### src/rtl/deblk_pkg.sv
package deblk_pkg;

    localparam int LINE_TAPS = 16;
    localparam int IDX_W     = $clog2(LINE_TAPS);

    typedef logic [IDX_W-1:0] idx_t;

    typedef enum logic [1:0] {
        ST_IDLE,
        ST_SEED,
        ST_RUN
    } ctl_state_e;

    typedef struct packed {
        idx_t sub_far;
        idx_t sub_near;
        idx_t add_near;
        idx_t add_far;
    } step_taps_t;

    // taps on each side of the edge that a mode reads
    function automatic int half_span(input logic wide);
        return wide ? LINE_TAPS / 2 : LINE_TAPS / 4;
    endfunction

    // outermost lane read on the near side
    function automatic int first_tap(input logic wide);
        return LINE_TAPS / 2 - half_span(wide);
    endfunction

    function automatic int out_count(input logic wide);
        return 2 * half_span(wide) - 2;
    endfunction

    function automatic int norm_shift(input logic wide);
        return $clog2(2 * half_span(wide));
    endfunction

    function automatic int round_const(input logic wide);
        return half_span(wide);
    endfunction

    // weight of lane i in the sum for the first output
    function automatic int seed_weight(input logic wide, input int i);
        int b;
        int h;
        b = first_tap(wide);
        h = half_span(wide);
        if (i == b)                        return h - 1;
        else if (i == b + 1)               return 2;
        else if (i >= b + 2 && i <= b + h) return 1;
        else                               return 0;
    endfunction

    // lanes leaving and entering the sum on the way to output k (k >= 1)
    function automatic step_taps_t step_taps(input logic wide, input int k);
        step_taps_t r;
        int b;
        int h;
        int far_add;
        b = first_tap(wide);
        h = half_span(wide);
        far_add = b + k + h;
        if (far_add > LINE_TAPS - 1 - b) far_add = LINE_TAPS - 1 - b;
        r.sub_far  = (k <= h - 1) ? idx_t'(b) : idx_t'(b + k - (h - 1));
        r.sub_near = idx_t'(b + k);
        r.add_near = idx_t'(b + k + 1);
        r.add_far  = idx_t'(far_add);
        return r;
    endfunction

endpackage

### src/rtl/deblk_seed.sv
module deblk_seed
    import deblk_pkg::*;
#(
    parameter int SAMPLE_W = 8,
    parameter int ACC_W    = 12
) (
    input  logic                wide,
    input  logic [SAMPLE_W-1:0] taps [LINE_TAPS],
    output logic [ACC_W-1:0]    seed
);

    logic [ACC_W-1:0] term [LINE_TAPS];

    for (genvar g = 0; g < LINE_TAPS; g++) begin : g_term
        assign term[g] = ACC_W'(taps[g]) * ACC_W'(seed_weight(wide, g));
    end

    always_comb begin
        seed = ACC_W'(round_const(wide));
        for (int i = 0; i < LINE_TAPS; i++) begin
            seed = seed + term[i];
        end
    end

endmodule

### src/rtl/deblk_step_upd.sv
module deblk_step_upd
    import deblk_pkg::*;
#(
    parameter int SAMPLE_W = 8,
    parameter int ACC_W    = 12
) (
    input  logic                wide,
    input  idx_t                k_next,
    input  logic [ACC_W-1:0]    acc,
    input  logic [SAMPLE_W-1:0] taps [LINE_TAPS],
    output logic [ACC_W-1:0]    acc_next
);

    step_taps_t sel;

    always_comb begin
        sel      = step_taps(wide, int'(k_next));
        acc_next = acc
                 - ACC_W'(taps[sel.sub_far])
                 - ACC_W'(taps[sel.sub_near])
                 + ACC_W'(taps[sel.add_near])
                 + ACC_W'(taps[sel.add_far]);
    end

endmodule

### src/rtl/deblk_norm.sv
module deblk_norm
    import deblk_pkg::*;
#(
    parameter int SAMPLE_W = 8,
    parameter int ACC_W    = 12
) (
    input  logic                wide,
    input  logic [ACC_W-1:0]    acc,
    output logic [SAMPLE_W-1:0] y
);

    localparam logic [ACC_W-1:0] SAMPLE_MAX = ACC_W'((1 << SAMPLE_W) - 1);

    logic [ACC_W-1:0] shifted;

    always_comb begin
        shifted = acc >> norm_shift(wide);
        y = (shifted > SAMPLE_MAX) ? SAMPLE_MAX[SAMPLE_W-1:0] : shifted[SAMPLE_W-1:0];
    end

endmodule

### src/rtl/deblk_smooth.sv
module deblk_smooth
    import deblk_pkg::*;
#(
    parameter int SAMPLE_W = 8,
    parameter int ACC_W    = 12
) (
    input  logic                          clk,
    input  logic                          rst_n,
    input  logic                          start,
    input  logic                          wide_mode,
    input  logic                          enable,
    input  logic [LINE_TAPS*SAMPLE_W-1:0] line_in,
    output logic [LINE_TAPS*SAMPLE_W-1:0] line_out,
    output logic                          done
);

    localparam int LINE_W = LINE_TAPS * SAMPLE_W;

    ctl_state_e          state_q;
    ctl_state_e          state_d;
    logic [LINE_W-1:0]   smp_q;
    logic [LINE_W-1:0]   out_q;
    logic                wide_q;
    logic                en_q;
    logic [ACC_W-1:0]    acc_q;
    idx_t                k_q;
    logic                done_q;

    logic [SAMPLE_W-1:0] taps [LINE_TAPS];
    logic [ACC_W-1:0]    seed_sum;
    logic [ACC_W-1:0]    acc_step;
    logic [SAMPLE_W-1:0] norm_val;
    idx_t                k_next;
    idx_t                k_last;
    idx_t                tgt;

    for (genvar g = 0; g < LINE_TAPS; g++) begin : g_unpack
        assign taps[g] = smp_q[g*SAMPLE_W +: SAMPLE_W];
    end

    assign k_next = k_q + idx_t'(1);
    assign k_last = idx_t'(out_count(wide_q) - 1);
    assign tgt    = idx_t'(first_tap(wide_q) + 1 + int'(k_q));

    deblk_seed #(.SAMPLE_W(SAMPLE_W), .ACC_W(ACC_W)) u_seed (
        .wide (wide_q),
        .taps (taps),
        .seed (seed_sum)
    );

    deblk_step_upd #(.SAMPLE_W(SAMPLE_W), .ACC_W(ACC_W)) u_step (
        .wide     (wide_q),
        .k_next   (k_next),
        .acc      (acc_q),
        .taps     (taps),
        .acc_next (acc_step)
    );

    deblk_norm #(.SAMPLE_W(SAMPLE_W), .ACC_W(ACC_W)) u_norm (
        .wide (wide_q),
        .acc  (acc_q),
        .y    (norm_val)
    );

    // state register
    always_ff @(posedge clk) begin
        if (!rst_n) state_q <= ST_IDLE;
        else        state_q <= state_d;
    end

    // next state
    always_comb begin
        state_d = state_q;
        unique case (state_q)
            ST_IDLE: if (start) state_d = ST_SEED;
            ST_SEED: state_d = ST_RUN;
            ST_RUN:  if (k_q == k_last) state_d = ST_IDLE;
            default: state_d = ST_IDLE;
        endcase
    end

    // datapath and outputs
    always_ff @(posedge clk) begin
        if (!rst_n) begin
            smp_q  <= '0;
            out_q  <= '0;
            wide_q <= 1'b0;
            en_q   <= 1'b0;
            acc_q  <= '0;
            k_q    <= '0;
            done_q <= 1'b0;
        end else begin
            done_q <= 1'b0;
            unique case (state_q)
                ST_IDLE: begin
                    if (start) begin
                        smp_q  <= line_in;
                        out_q  <= line_in;
                        wide_q <= wide_mode;
                        en_q   <= enable;
                    end
                end
                ST_SEED: begin
                    acc_q <= seed_sum;
                    k_q   <= '0;
                end
                ST_RUN: begin
                    if (en_q) out_q[int'(tgt)*SAMPLE_W +: SAMPLE_W] <= norm_val;
                    acc_q <= acc_step;
                    k_q   <= k_next;
                    if (k_q == k_last) done_q <= 1'b1;
                end
                default: ;
            endcase
        end
    end

    assign line_out = out_q;
    assign done     = done_q;

endmodule

### config.mk
export PLATFORM = sky130hd
export DESIGN_NAME = deblk_smooth
export DESIGN_NICKNAME = d
export VERILOG_FILES = /design/src/rtl/deblk_pkg.sv /design/src/rtl/deblk_seed.sv /design/src/rtl/deblk_step_upd.sv /design/src/rtl/deblk_norm.sv /design/src/rtl/deblk_smooth.sv
export SDC_FILE = /design/constraint.sdc
export NUM_CORES = 1
export LEC_CHECK = 0
export ABC_AREA = 0
export BUFFER_PORTS_ARGS = -buffer_cell sky130_fd_sc_hd__buf_2
export CAP_MARGIN = 20
export CORE_ASPECT_RATIO = 0.7
export CORE_MARGIN = 2
export CORE_UTILIZATION = 40
export CTS_BUF_LIST = sky130_fd_sc_hd__clkbuf_4
export DETAILED_ROUTE_END_ITERATION = 10
export PLACE_DENSITY_LB_ADDON = 0.12
export SYNTH_ARGS = -nofsm -noshare
export SYNTH_HDL_FRONTEND = slang
export SYNTH_SLANG_ARGS = --single-unit
### constraint.sdc
create_clock -name clk -period 8.83 [get_ports clk]
set_input_delay 2.649 -clock clk [delete_from_list [all_inputs] [get_ports clk]]
set_output_delay 2.649 -clock clk [all_outputs]
set_load 0.05 [all_outputs]
==> metrics.md, run 1 <==
| Metric | Value |
|---|---|
| Max Fclk | approximately 0.13 GHz |
| FILL cells | about 5300 |
| Clk buf depth | 3 |
| Total power | roughly 6000 uW |
| Drt first pass iters | 6 |
| Global route overflow | 0 |
| Syn_area_per_cell | a little over 8 um2 |
| Post-synth top area share | 0.262 |
| DRT iter0 DRCs | ~2400 |
| Setup WS post-layout | 1140 ps |
| CP endpoint | acc_q[10] |
| Placed cells | ~3400 |
| Post-synth EDFFs | 0 |
| GPL Wtd Cong | 1.02 |
| Clock transition at path regs | 80 ps |
| Post-synthesis cell count | approximately 2500 |
| Yosys reg bits | roughly 280 |
| Max VDD drop | roughly 130 uV |
| Post_cts resized | 0 |
| Power per cell area | between 200 and 250 mW/mm2 |
| Die area | 0.0548 mm2 |
| Via count of the routed design | roughly 21000 |
| Fin crit share | 0.871 |
| Cell area after synthesis | between 0.02 and 0.025 mm2 |
| Fin Setup TNS | 0 ps |
| Startpoint Class | register |
| Synthesis Warnings | 0 |
| Hold Crit Class | register to register |
| I/O Pins | about 260 |
| Synth area leader | dfxtp_1 |
| Fraction of layout cells with a size suffix above 1 | 0.199 |
| Max cap viols | 0 |
| Starting Density | 0.405 |
| Final setup vio count | 0 |
| R2R depth | 26 |
| Total GRT Usage | 0.350 |
| Static leakage power | 0.0103 uW |
| Fin Hold WS | between 400 and 500 ps |
| Yosys cell types | between 80 and 90 |
| Top FF cell, synth | dfxtp_1 |
| Residual DRC | 0 |
| Vias per cell | approximately 6 |
| IO Port Bufs | between 200 and 300 |
| Skew-Pair Late Insertion Delay | between 800 and 900 ps |
| HPWL Detailed | around 75000 um |
| Ranking of synthesized cells by area | dfxtp_1, fa_1, ha_1 |
| Avg WL per Cell | between 20 and 30 um |
| Critical path endpoint category | register |
| # clock sinks | roughly 280 |
| Num CTS Buffers | 73 |
| Worst r2r src | wide_q |
| # rows | 70 |
| Antenna violations before repair | 5 |
| Ys async rst share | 0 |
| R2R Setup Slk | 1140 ps |
| Layout area overhead | 12.9% |
| RSZ-0062 raised after global routing | false |
| Root Buffer | clkbuf_4 |
| Nets | between 3000 and 4000 |
| Die Width | around 280 um |
| Worst Path Max Fanout | 17 |
| Tightest Pin Transition | between 1000 and 1500 ps |
| Part of the Yosys area used for sequential elements | 0.262 |
| Origin of the worst setup path | wide_q |
| Slew Limit Headroom | 0.172 |
| Clock Skews | between 60 and 70 ps |
| Final Critical Period | 7690 ps |
| Final Max Slew Viols | 0 |
| Largest net degree at the start of global routing | 88 |
| CP Class | register to register |
| DRT Wirelength | 96700 um |
| Core Box Area | around 0.052 mm2 |
| Max H-tree Level | 3 |
| CP Data Required Time | around 9500 ps |
| Post-route insts no fill | 3500 |
| Run status | complete, no violations |
| CTS Hold Bufs | 0 |
| Post-route ant nets | 0 |
| Worst r2r dst | acc_q[10] |
| CTS tree | built |
| Number of setup buffers added after CTS | 0 |
| Final Hold Fails | 0 |
| Die H | approximately 200 um |
| Place WS | 1190 ps |
| First-pass GRT wire length | approximately 140000 um |
| Crit path DAT | about 8400 ps |
| Vias in the first global route | between 20000 and 25000 |
per-stage QoR:
step           area (um2)  utilization
2_1_floorplan       21200            -
3_3_place_gp        23000        0.441
3_5_place_dp        23000        0.441
4_1_cts             23800        0.457
5_1_grt             23900        0.458
6_report            23900        0.458
layer usage:
metal / global-route usage / share of wire / wire length (um)
met1: 0.520 / 0.46 / 44400
met2: 0.502 / 0.41 / 40000
met3: 0.0864 / 0.10 / 10000
met4: 0.0892 / 0.023 / 2220
met5: 0 / 0.00028 / 27
state kept, by name, summed over array words and instances (netlist names):
register,cells
acc_q,12
done,1
en_q,1
k_q,4
line_out,128
smp_q,128
state_q,2
wide_q,1
how the worst min path moves through the flow:
stage          from    to  slack [ps]  depth (start not counted)
5_1_grt        en_q  en_q         480                          2
4_1_cts        en_q  en_q         460                          2
3_5_place_dp   en_q  en_q         450                          2
2_1_floorplan  en_q  en_q         440                          2
6_report       en_q  en_q         460                          2
3_3_place_gp   en_q  en_q         450                          2
worst max-delay path: stages, from the launching register on:
cell,delay (ps)
dfxtp_2,470
buf_4,240
and2_1,230
fa_1,450
ha_1,280
inv_1,50
fa_1,530
inv_1,60
fa_1,540
inv_1,80
fa_1,530
inv_1,50
fa_1,510
fa_1,530
fa_1,490
ha_1,330
fa_1,550
ha_1,280
inv_1,80
fa_1,380
nor2b_1,170
o21a_1,160
o21ai_0,80
nand2b_1,90
a21oi_1,70
xor2_1,150
a211oi_1,210
cell usage in the layout (no fill, tap or decap), types with 7 or more instances in the layout:
cell / count
clkbuf_4: 101
a21oi_1: 297
nand3_1: 14
nor3_1: 23
and2_1: 29
nand2b_1: 21
mux4_2: 25
buf_4: 56
o2bb2ai_1: 9
or2_2: 12
inv_1: 215
fa_1: 111
mux2i_1: 83
buf_2: 261
ha_1: 150
o221ai_1: 10
dfxtp_1: 275
o22a_1: 11
o21a_1: 8
a22oi_1: 100
nor2b_1: 23
o21ai_0: 202
nor2_2: 17
xnor2_1: 19
nor2_1: 122
o22ai_1: 57
a211oi_1: 33
clkinv_1: 7
a2111oi_2: 7
nand2_1: 344
mux2_2: 27
o211ai_1: 16
a221oi_1: 12
Yosys cell counts (all sizes together), types with 4 or more instances:
library cell	n
and2	31
fa	111
nor2b	23
nor3	26
o22a	11
nand2	347
ha	151
o221ai	10
a31oi	6
o21ai	206
a2111oi	8
o32ai	4
clkbuf	103
o22ai	58
mux2	28
or2	13
nor2	142
a21oi	302
dfxtp	277
nand2b	21
a21o	4
o211ai	16
mux4	25
xor2	7
a22oi	100
a211oi	35
inv	215
mux2i	85
a221oi	14
buf	71
xnor2	23
nor4	5
o2bb2ai	9
o21a	8
nand3	15
where the power goes:
group	leakage (uW)	internal, uW	switching [uW]
combinational	0.00748	1080	2050
sequential	0.00229	1430	210
clock	0.000508	527	594
cell families after synthesis:
group / count (synthesis) / share of synthesized area
simple gates: 634 / 0.135
buf+inv: 391 / 0.0771
other cells: 1 / 0.000177
fa+ha+maj: 262 / 0.194
xor+xnor: 30 / 0.0140
flops: 277 / 0.262
compound gates: 812 / 0.235
mux: 138 / 0.0825
cell type report:
type	count	area, um2	share of cell area
well taps	684	856	0.0358
clock buffers	100	751	0.0314
repair buffers	320	1770	0.0742
diodes	3	7.51	0.000314
flip-flops and latches	277	5550	0.232
inverters	217	818	0.0342
multi-input cells	1882	14000	0.588
clock inverters	17	97.6	0.00408
No activity file was read; power rests on OpenSTA's default activity.
==> inputs of run 2 (changes only) <==
- clock period: 8.83 -> 6.45 ns (I/O delays scaled with it)
==> run 2 against run 1 <==
  * The flow now finishes with violations (setup timing)
  * Final area grew 8.5%
  * Critical path depth fell by 1
  * Global-route usage is 2.4 points higher
  * Wire length is 7.9% higher
  * Flip-flop and latch count is the same
  * Register-to-register slack got worse by 1500 ps
  * Utilization rose by 3.9 points
  * Via count grew 4.8%
  * Critical path type unchanged
  * Total power increased by 55%
==> metrics.md, run 2 (synthesis gave the netlist of run 1 again) <==
| Metric | Value |
|---|---|
| Antenna violations before repair | 5 (unchanged) |
| Clock Skews | 117 ps (+46.8 ps) |
| Core Box Area | 0.0522 mm2 (unchanged) |
| Global route overflow | 0 (unchanged) |
| Met3 Use GR | 0.0982 (+0.0117) |
| GRT Max-Usage Layer | met1 |
| Vias per cell | 5.93 (-0.75%) |
| # clock sinks | 277 (unchanged) |
| Failing checks | setup timing |
| Final Max Slew Viols | 0 (unchanged) |
| DRT Wirelength | 104000 um (+7.9%) |
| Fin area | 0.0259 mm2 (+8.5%) |
| Vias in the first global route | 20861 (+4.1%) |
| Largest net degree at the start of global routing | 111 (+26%) |
| Worst Path Max Fanout | 8 (-9) |
| Clk buf depth | 3 (unchanged) |
| # rows | 70 (unchanged) |
| Num CTS Buffers | 73 (unchanged) |
| DRT iter0 DRCs | 2471 (+2.3%) |
| Fin crit share | 1.06 (+0.192) |
| Die H | 196 um (unchanged) |
| Global Route met2 Usage | 0.529 (+0.0272) |
| First-pass GRT wire length | 148000 um (+5.6%) |
| CTS tree | built |
| Avg WL per Cell | 28.2 um (+2.2%) |
| Starting Density | 0.405 (unchanged) |
| Commonest non-fill, non-tap cell in the layout | nand2_1 |
| Global Route met1 Usage | 0.555 (+0.0349) |
| CP Class | register to register |
| Fraction of layout cells with a size suffix above 1 | 0.271 (+0.0722) |
| CP Data Required Time | 7240 ps (-2300 ps) |
| Fin Setup TNS | -1470 ps (-1470 ps) |
| Startpoint Class | register |
| Total power | 9090 uW (+55%) |
| Static leakage power | 0.0113 uW (+10%) |
| Hold Crit Class | register to register |
| Setup WS post-layout | -407 ps (-1550 ps) |
| Total GRT Usage | 0.374 (+0.0242) |
| Skew-Pair Late Insertion Delay | 890 ps (+80 ps) |
| Power per cell area | 351 mW/mm2 (+43%) |
| I/O Pins | 262 (unchanged) |
| Die Width | 279 um (unchanged) |
| Max cap viols | 0 (unchanged) |
| Drt first pass iters | 8 (+2) |
| Via count of the routed design | 21921 (+4.8%) |
| Max VDD drop | 351 uV (+170%) |
| Tightest Pin Transition | 1250 ps (+13.5 ps) |
| Clock transition at path regs | 80 ps (about the same) |
| Max Fclk | 0.146 GHz (+12%) |
| Post-route insts no fill | 3696 (+5.6%) |
| GPL Wtd Cong | 1.02 (+0.54%) |
| Place WS | -449 ps (-1640 ps) |
| Crit path DAT | 7650 ps (-750 ps) |
| Placed cells | 3561 (+5.4%) |
| Most frequent cells in the layout | nand2_1, a21oi_1, dfxtp_1 |
| Final Critical Period | 6860 ps (-832 ps) |
| Residual DRC | 0 (unchanged) |
| Final Hold Fails | 0 (unchanged) |
| IO Port Bufs | 261 (unchanged) |
| Slew Limit Headroom | 0.163 (-0.00903) |
| FILL cells | 5131 (-3.0%) |
| Layout area overhead | 22.5% |
| Run status | finished with violations |
| HPWL Detailed | 84100 um (+12%) |
| Nets | 3354 (+5.9%) |
| Die area | 0.0548 mm2 (unchanged) |
| RSZ-0062 raised after global routing | true |
| Max H-tree Level | 3 (unchanged) |
| Critical path endpoint category | register |
| Root Buffer | clkbuf_4 |
| Post-route ant nets | 0 (unchanged) |
| DP Area | 0.0247 mm2 (+7.5%) |
| Final setup vio count | 6 (+6) |
[run 2: cell types whose count changed in the layout (fill, tap and decap cells not counted), moves of 7 or more]
cell      previous run  this run
clkinv_1             7        14
ha_1               150       132
inv_2                0        17
ha_4                 1        17
inv_1              215       197
buf_12               0        14
fa_1               111       102
buf_4               56       228
fa_2                 0         9
[run 2: what timing repair did]
item                                    CTS  global route
resized for setup                        24            25
pin swaps                                12            15
setup buffers                             5             1
endpoints found under the setup margin    7             7
hold buffers                              0             0
[run 2: cell type report]
| type | instances | area [um2] | share of cell area |
|---|---|---|---|
| Antenna cell | 4 | 10.0 | 0.000386 |
| Clock buffer | 102 | 766 | 0.0295 |
| Clock inverter | 22 | 160 | 0.00618 |
| Inverter | 217 | 822 | 0.0317 |
| Multi-Input combinational cell | 1882 | 14400 | 0.555 |
| Sequential cell | 277 | 5550 | 0.214 |
| Tap cell | 684 | 856 | 0.0330 |
| Timing Repair Buffer | 508 | 3370 | 0.130 |
[run 2: where the power goes]
part           leakage (uW)  switching, uW  internal (uW)
Clock              0.000540            815            813
Sequential          0.00229            244           1950
Combinational       0.00847           3180           2090
Total                0.0113           4240           4850
[run 2: per-stage QoR]
step | hold slack, ps | utilization
after floorplan | 437 | -
after global placement | 446 | 0.474
after detailed placement | 476 | 0.474
after CTS | 484 | 0.494
after global routing | 506 | 0.497
final | 486 | 0.497
[run 2: worst paths after layout]
path | from | end | slack [ps] | cells past startpoint
max | wide_q | acc_q[10] | -410 | 25
min | en_q | en_q | 490 | 2
max reg2reg | wide_q | acc_q[10] | -410 | 25
min reg2reg | en_q | en_q | 490 | 2
[run 2: worst max-delay path, stage by stage (launching register included)]
cell and delay, ps:
dfxtp_4 400, and2_4 170, fa_1 480, ha_1 300, inv_2 40, fa_1 500, inv_1 60, fa_1 500
inv_2 60, fa_1 480, inv_1 50, fa_1 530, fa_1 450, fa_1 570, ha_4 210, fa_1 500
ha_2 200, inv_2 40, fa_2 360, nor2b_2 130, o21a_1 150, o21ai_1 70, nand2b_1 90, a21oi_2 60
xor2_1 150, a211oi_1 230
[run 2: routing by layer]
layer,up-vias,wire length (um)
met5,-,13
met4,2,2930
met3,173,10700
met2,1176,42300
met1,10818,48300
li1,9752,-
